--- src/rtl/dir_round_fix.sv ---
module dir_round_fix #(
  parameter int W = 64
) (
  input  logic         clk,
  input  logic         rst_n,
  input  logic         in_valid,
  input  logic [W-1:0] in_data,
  input  logic [1:0]   fmt,
  input  logic [1:0]   rmode,
  input  logic [1:0]   inexact,
  input  logic         is_compare,
  output logic         out_valid,
  output logic [W-1:0] out_data
);
  localparam int H = W / 2;
  localparam logic [1:0] F_SGL = 2'b00;
  localparam logic [1:0] F_DBL = 2'b01;
  localparam logic [1:0] F_PAIR = 2'b10;

  logic directed;
  logic bump_lo, bump_hi, bump_dbl;
  logic [W-1:0] fixed;

  assign directed = rmode[1] & ~is_compare;
  assign bump_lo  = directed & inexact[0] & (in_data[H-1] == rmode[0]);
  assign bump_hi  = directed & inexact[1] & (in_data[W-1] == rmode[0]);
  assign bump_dbl = directed & inexact[0] & (in_data[W-1] == rmode[0]);

  always_comb begin
    fixed = in_data;
    case (fmt)
      F_SGL:  fixed[H-1:0] = in_data[H-1:0] + H'(bump_lo);
      F_DBL:  fixed = in_data + W'(bump_dbl);
      F_PAIR: begin
        fixed[H-1:0] = in_data[H-1:0] + H'(bump_lo);
        fixed[W-1:H] = in_data[W-1:H] + H'(bump_hi);
      end
      default: fixed = in_data;
    endcase
  end

  always_ff @(posedge clk) begin
    if (!rst_n) begin
      out_valid <= 1'b0;
      out_data  <= '0;
    end else begin
      out_valid <= in_valid;
      if (in_valid) out_data <= fixed;
    end
  end

  p_valid_lat_r2: assert property (@(posedge clk) disable iff (!rst_n)
    in_valid |=> out_valid);
  p_hold_r2: assert property (@(posedge clk) disable iff (!rst_n)
    !in_valid |=> (!out_valid && $stable(out_data)));
  p_nodir_pass_r3: assert property (@(posedge clk) disable iff (!rst_n)
    (in_valid && !rmode[1]) |=> out_data == $past(in_data));
  p_cmp_pass_r4: assert property (@(posedge clk) disable iff (!rst_n)
    (in_valid && is_compare) |=> out_data == $past(in_data));
  p_sgl_high_r8: assert property (@(posedge clk) disable iff (!rst_n)
    (in_valid && fmt == F_SGL) |=> out_data[W-1:H] == $past(in_data[W-1:H]));
  p_pair_step_r10: assert property (@(posedge clk) disable iff (!rst_n)
    (in_valid && fmt == F_PAIR) |=>
      ((out_data[H-1:0] - $past(in_data[H-1:0])) <= H'(1)) &&
      ((out_data[W-1:H] - $past(in_data[W-1:H])) <= H'(1)));
  p_rsvd_pass_r11: assert property (@(posedge clk) disable iff (!rst_n)
    (in_valid && fmt == 2'b11) |=> out_data == $past(in_data));
endmodule

--- config.mk ---
export PLATFORM = sky130hd
export DESIGN_NAME = dir_round_fix
export DESIGN_NICKNAME = d
export VERILOG_FILES = /design/src/rtl/dir_round_fix.sv
export SDC_FILE = /design/constraint.sdc
export NUM_CORES = 1
export LEC_CHECK = 0
export BUFFER_PORTS_ARGS = -buffer_cell sky130_fd_sc_hd__buf_2
export CORE_MARGIN = 2
export CORE_UTILIZATION = 56
export CTS_CLUSTER_DIAMETER = 30
export CTS_CLUSTER_SIZE = 16
export DETAILED_ROUTE_END_ITERATION = 16
export GPL_ROUTABILITY_DRIVEN = 1
export HOLD_SLACK_MARGIN = 0.03
export PLACE_DENSITY = 0.82
export SLEW_MARGIN = 5
export SYNTH_ARGS = -nofsm -noshare
export SYNTH_HDL_FRONTEND = slang
export SYNTH_SLANG_ARGS = --single-unit
--- constraint.sdc ---
create_clock -name clk -period 3.1 [get_ports clk]
set_input_delay 0.62 -clock clk [delete_from_list [all_inputs] [get_ports clk]]
set_output_delay 0.62 -clock clk [all_outputs]
set_load 0.01 [all_outputs]
* Word level (Yosys, flattened, before mapping)
Cells that the tools add are included.
** Storage, ports and cells
- Flip-flop bits (word level) :: 65
- Input port bits :: 74
- Logic and storage cells :: 20
** Cells by class
- Add/subtract/negate cells :: 3
- Equal/unequal tests :: 4
- Mux-type cells :: 2
- Bitwise logic cells :: 7
- Reduce and logical (&&, ||, !) cells :: 2
** Operators with widths (number)
- $pmux 32 s2 :: 2
- $add 32x1->32 :: 2
- $add 64x1->64 :: 1
- $and 1x1->1 :: 6
- $eq 1x1->1 :: 2
- $eq 2x1->1 const B :: 1
- $eq 2x2->1 const B :: 1
- $logic_not 2->1 :: 1
- $reduce_or 2->1 :: 1
- $not 1->1 :: 1

* Longest topological paths before layout
- Depth in word-level cells :: 6
- Depth in mapped cells :: 11

* Worst setup path before layout
OpenSTA, ideal clock, no wires.
- Path type :: in2reg
- Start point :: input rmode[1]
- End point :: register out_data[48]
- Data arrival time :: 2.604 ns
- Required time :: 2.976 ns
- Slack :: 0.372 ns
- Cell stages on the path :: 10
- Buffers on the path :: 0
- Cell sequence :: nor2b_1 > nand2_1 > nor2_1 > ha_1 > nand4_1 > or4_1 > nor2_1 > mux2_2 > a221oi_1 > o22ai_1
** On the way
- Word-level cells in the longest chain between the ends :: 5
- Elaborated cells on any way between the ends :: 8
- Those cells by class :: add/sub (2); mux (1); bitwise (5)
** RTL lines
- start, declared :: RTL line 9 : input logic [1:0] rmode,
- $and 1x1->1 * :: RTL line 24 : assign directed = rmode[1] & ~is_compare;
- $and 1x1->1, on equally long branches (2 in series) :: RTL line 27, 26
- $add 64x1->64 or $add 32x1->32 (tied branches) :: RTL line 33, 36
- $pmux 32 s2 * :: RTL line 31 : case (fmt)
- end signal, assigned :: RTL line 48 : if (in_valid) out_data <= fixed;
- end, declared :: RTL line 13 : output logic [W-1:0] out_data
Every way passes the cells marked *; elsewhere a longest branch is shown, timed or not.
A chain may end at the register's enable or synchronous reset.

* Final worst setup path
- Start point :: input is_compare
- End point :: register out_data[40]
** On the way
- Word-level cells in the longest chain between the ends :: 6
- Elaborated cells on any way between the ends :: 9
- Those cells by class :: add/sub (2); mux (1); bitwise (6)
** RTL lines
- start, declared :: RTL line 11 : input logic is_compare,
- $not 1->1 * :: RTL line 24
- $and 1x1->1 * :: RTL line 24
- $and 1x1->1, on equally long branches (2 in series) :: RTL line 27, 26
- $add 64x1->64 or $add 32x1->32 (tied branches) :: RTL line 33, 36
- $pmux 32 s2 * :: RTL line 31
Marked as above.

==> metrics.cfg <==
[run_status]
status = finished, final reports clean

[route]
drc = 0
top_layer_used = met4
num_vias = 7731
drtIter0Drc = 1092
wirelength_mm = 23.0
met2_length_mm = 9.74
wl_met1_mm = 9.47
dr_wl_met3_mm = 3.25
drt-pass1-iter-count = 6
wire_per_inst_um = 20.7
vias_per_cell = 6.95
antenna_left = 0

[synth]
synthTopCellsByArea = dfxtp_1 (21%), a221oi_1 (4.7%), a21oi_1 (4.1%)
synth_edf_count = 0
ys.flop_type = dfxtp_1
synthDistinctLibCells = 76
yosysSeqAreaShare_pct = 21.0
syn-num-nets = 941
ys_async_sr_fraction_pct = 0
syn_area_um2 = 6190
ys_warn_count = 0
synthCells = 856
synth.avg_cell_area_um2 = 7.23
ys_seq_elements = 65
synth.top_cell.area_share_pct = 21.0
yosysTopAreaCell = dfxtp_1

[timing]
grt_setup_unrepaired = false
min_period_ns = 2.85
skew_ns = 0
tightestPinTransition_ns = 0.583
fmax_mhz = 351
setup_viol = 0
min_period_over_period_pct = 91.9
hold_viol = 0
max-slew-margin-rel_pct = 60.9
report.final.slew_viol_count = 0
fin_setup_tns_ns = 0

[floorplanning]
start_util_pct = 57.4
die_h_um = 109
ios = 139
coreArea_um2 = 10800
std_cell_rows = 38
dieArea_um2 = 11900
die_w_um = 109

[placement]
portBuffers = 138
place_congestion = 1.01
dpl_cell_area_um2 = 7030
dpl.hpwl_mm = 16.6

[power]
powerDensity_nw_per_um2 = 332
ir_worst_vdd_uv = 200
leakage_nw = 2.80

[layout]
area_delta_synth_final_pct = 16.6
layout.nets = 1052
final_common_cell = buf_2
drive_gt1_share_pct = 23.7
final_cell_mix = buf_2 (138), nand2_1 (68), nor2_1 (67)
antennaDiodeCount = 0
stdcell_area_um2 = 7220

[clocking]
clock-sinks = 65
clk_latency_ns = 0.37
cts_buffers = 9
cts_hold_buf = 0
h-tree-depth = 3
clockBufferDepth = 2
clkTransAtPathRegs_ns = 0.09
cts_resized = 0
cts.root.buffer_cell = clkbuf_8
tritoncts = built
postCtsSetupBuffers = 0

[worst_setup_path]
critPathMaxFanout = 6
crit_type = in2reg
cp.required_ns = 3.33
reg2reg_from = out_data[59]$_SDFFE_PN0P_
endpoint_kind = register
critPathLaunchType = input port
startpoint = is_compare
worstPathArrival_ns = 3.08

[hold_path]
min-delay-start = out_data[7]$_SDFFE_PN0P_
hold_class = reg2reg

[global_routing]
overflow = 0
grt_pass1_wl_mm = 35.5
grt_pass1_vias = 6722
grt_max_degree = 46
antenna_found_initial = 0
grt_usage_pct = 38.5

[run]
maxCapViolations = 0

## report_power, final
group / internal, mW / total, mW / switching (mW) / leakage (nW)
combinational: 0.256 / 0.689 / 0.433 / 2.17
clock: 0.370 / 0.767 / 0.398 / 0.0912
sequential: 0.898 / 0.938 / 0.0398 / 0.537
## cells in the mapped netlist, types with 6 or more instances
library cell	count
o211ai_1	14
and2_1	7
mux2i_1	14
o31a_1	6
clkbuf_1	55
a21boi_0	6
xnor2_1	22
a31oi_1	16
a21oi_1	51
nand3_1	45
dfxtp_1	65
mux2_2	9
inv_1	16
o21ai_1	12
nand2_1	68
and3_1	13
o22ai_1	13
o221ai_1	12
nand4_1	35
nor2_1	67
nor2b_1	7
or3_1	12
ha_1	11
nor4_1	18
buf_2	16
o21ai_0	50
o21a_1	8
a221oi_1	33
and4_1	11
nor3_1	41
xor2_1	11
## cells by family after synthesis
logic type               count (synthesis)  synth area share (%)
flip-flops                              65                  21.0
XOR/XNOR                                33                  4.67
multiplexers                            24                  4.08
buffers and inverters                   94                  6.53
adder cells (fa/ha/maj)                 11                  2.22
AND/OR/NAND/NOR                        365                  32.7
AO/OA/AOI/OAI                          264                  28.7
## final timing paths
kind                            slack [ns]                   endpoint  cells past startpoint
worst max register to register        2.04  out_data[59]$_SDFFE_PN0P_                      4
worst max-delay path                  0.25  out_data[40]$_SDFFE_PN0P_                     12
worst min register to register        0.47   out_data[7]$_SDFFE_PN0P_                      2
worst min-delay path                  0.47   out_data[7]$_SDFFE_PN0P_                      2
## flip-flops by register name, indices dropped and copies added (netlist names)
signal and flops:
out_valid 1, out_data 64
## through the flow
step / setup slack (ns) / utilization, % / hold WS [ns] / instances / power, mW
floorplan: 0.372 / - / 0.495 / 856 / 1.36
global placement: 0.0558 / 65.1 / 0.461 / 1096 / 1.61
detailed placement: 0.00904 / 65.1 / 0.465 / 1096 / 1.62
CTS: 0.381 / 66.9 / 0.476 / 1112 / 2.37
global route: 0.102 / 66.9 / 0.505 / 1112 / 2.49
finish: 0.251 / 66.9 / 0.474 / 1112 / 2.39
## critical path, stage by stage
cell and delay, ns:
buf_2 0.10, nor2b_1 0.14, nand2_1 0.09, nor2_1 0.09, ha_1 0.25, ha_1 0.29, and3_1 0.29, nand2_1 0.19
nor4_1 0.58, nand2_1 0.15, mux2i_1 0.19, o22ai_1 0.10
## per-layer routing
layer,up-vias,track usage (%)
li1,3519,-
met1,3540,54.5
met2,605,56.3
met3,67,9.92
met4,0,13.3
met5,-,0
## final cells by class
cell class / instances / area [um^2]
tap: 140 / 175
fill: 975 / 3570
clock inverter: 7 / 71.3
sequential: 65 / 1300
inverter: 16 / 60.1
clock buffer: 9 / 124
timing repair buffer: 178 / 1000
multi-input combinational: 697 / 4490
(Power assumes the default switching activity.)
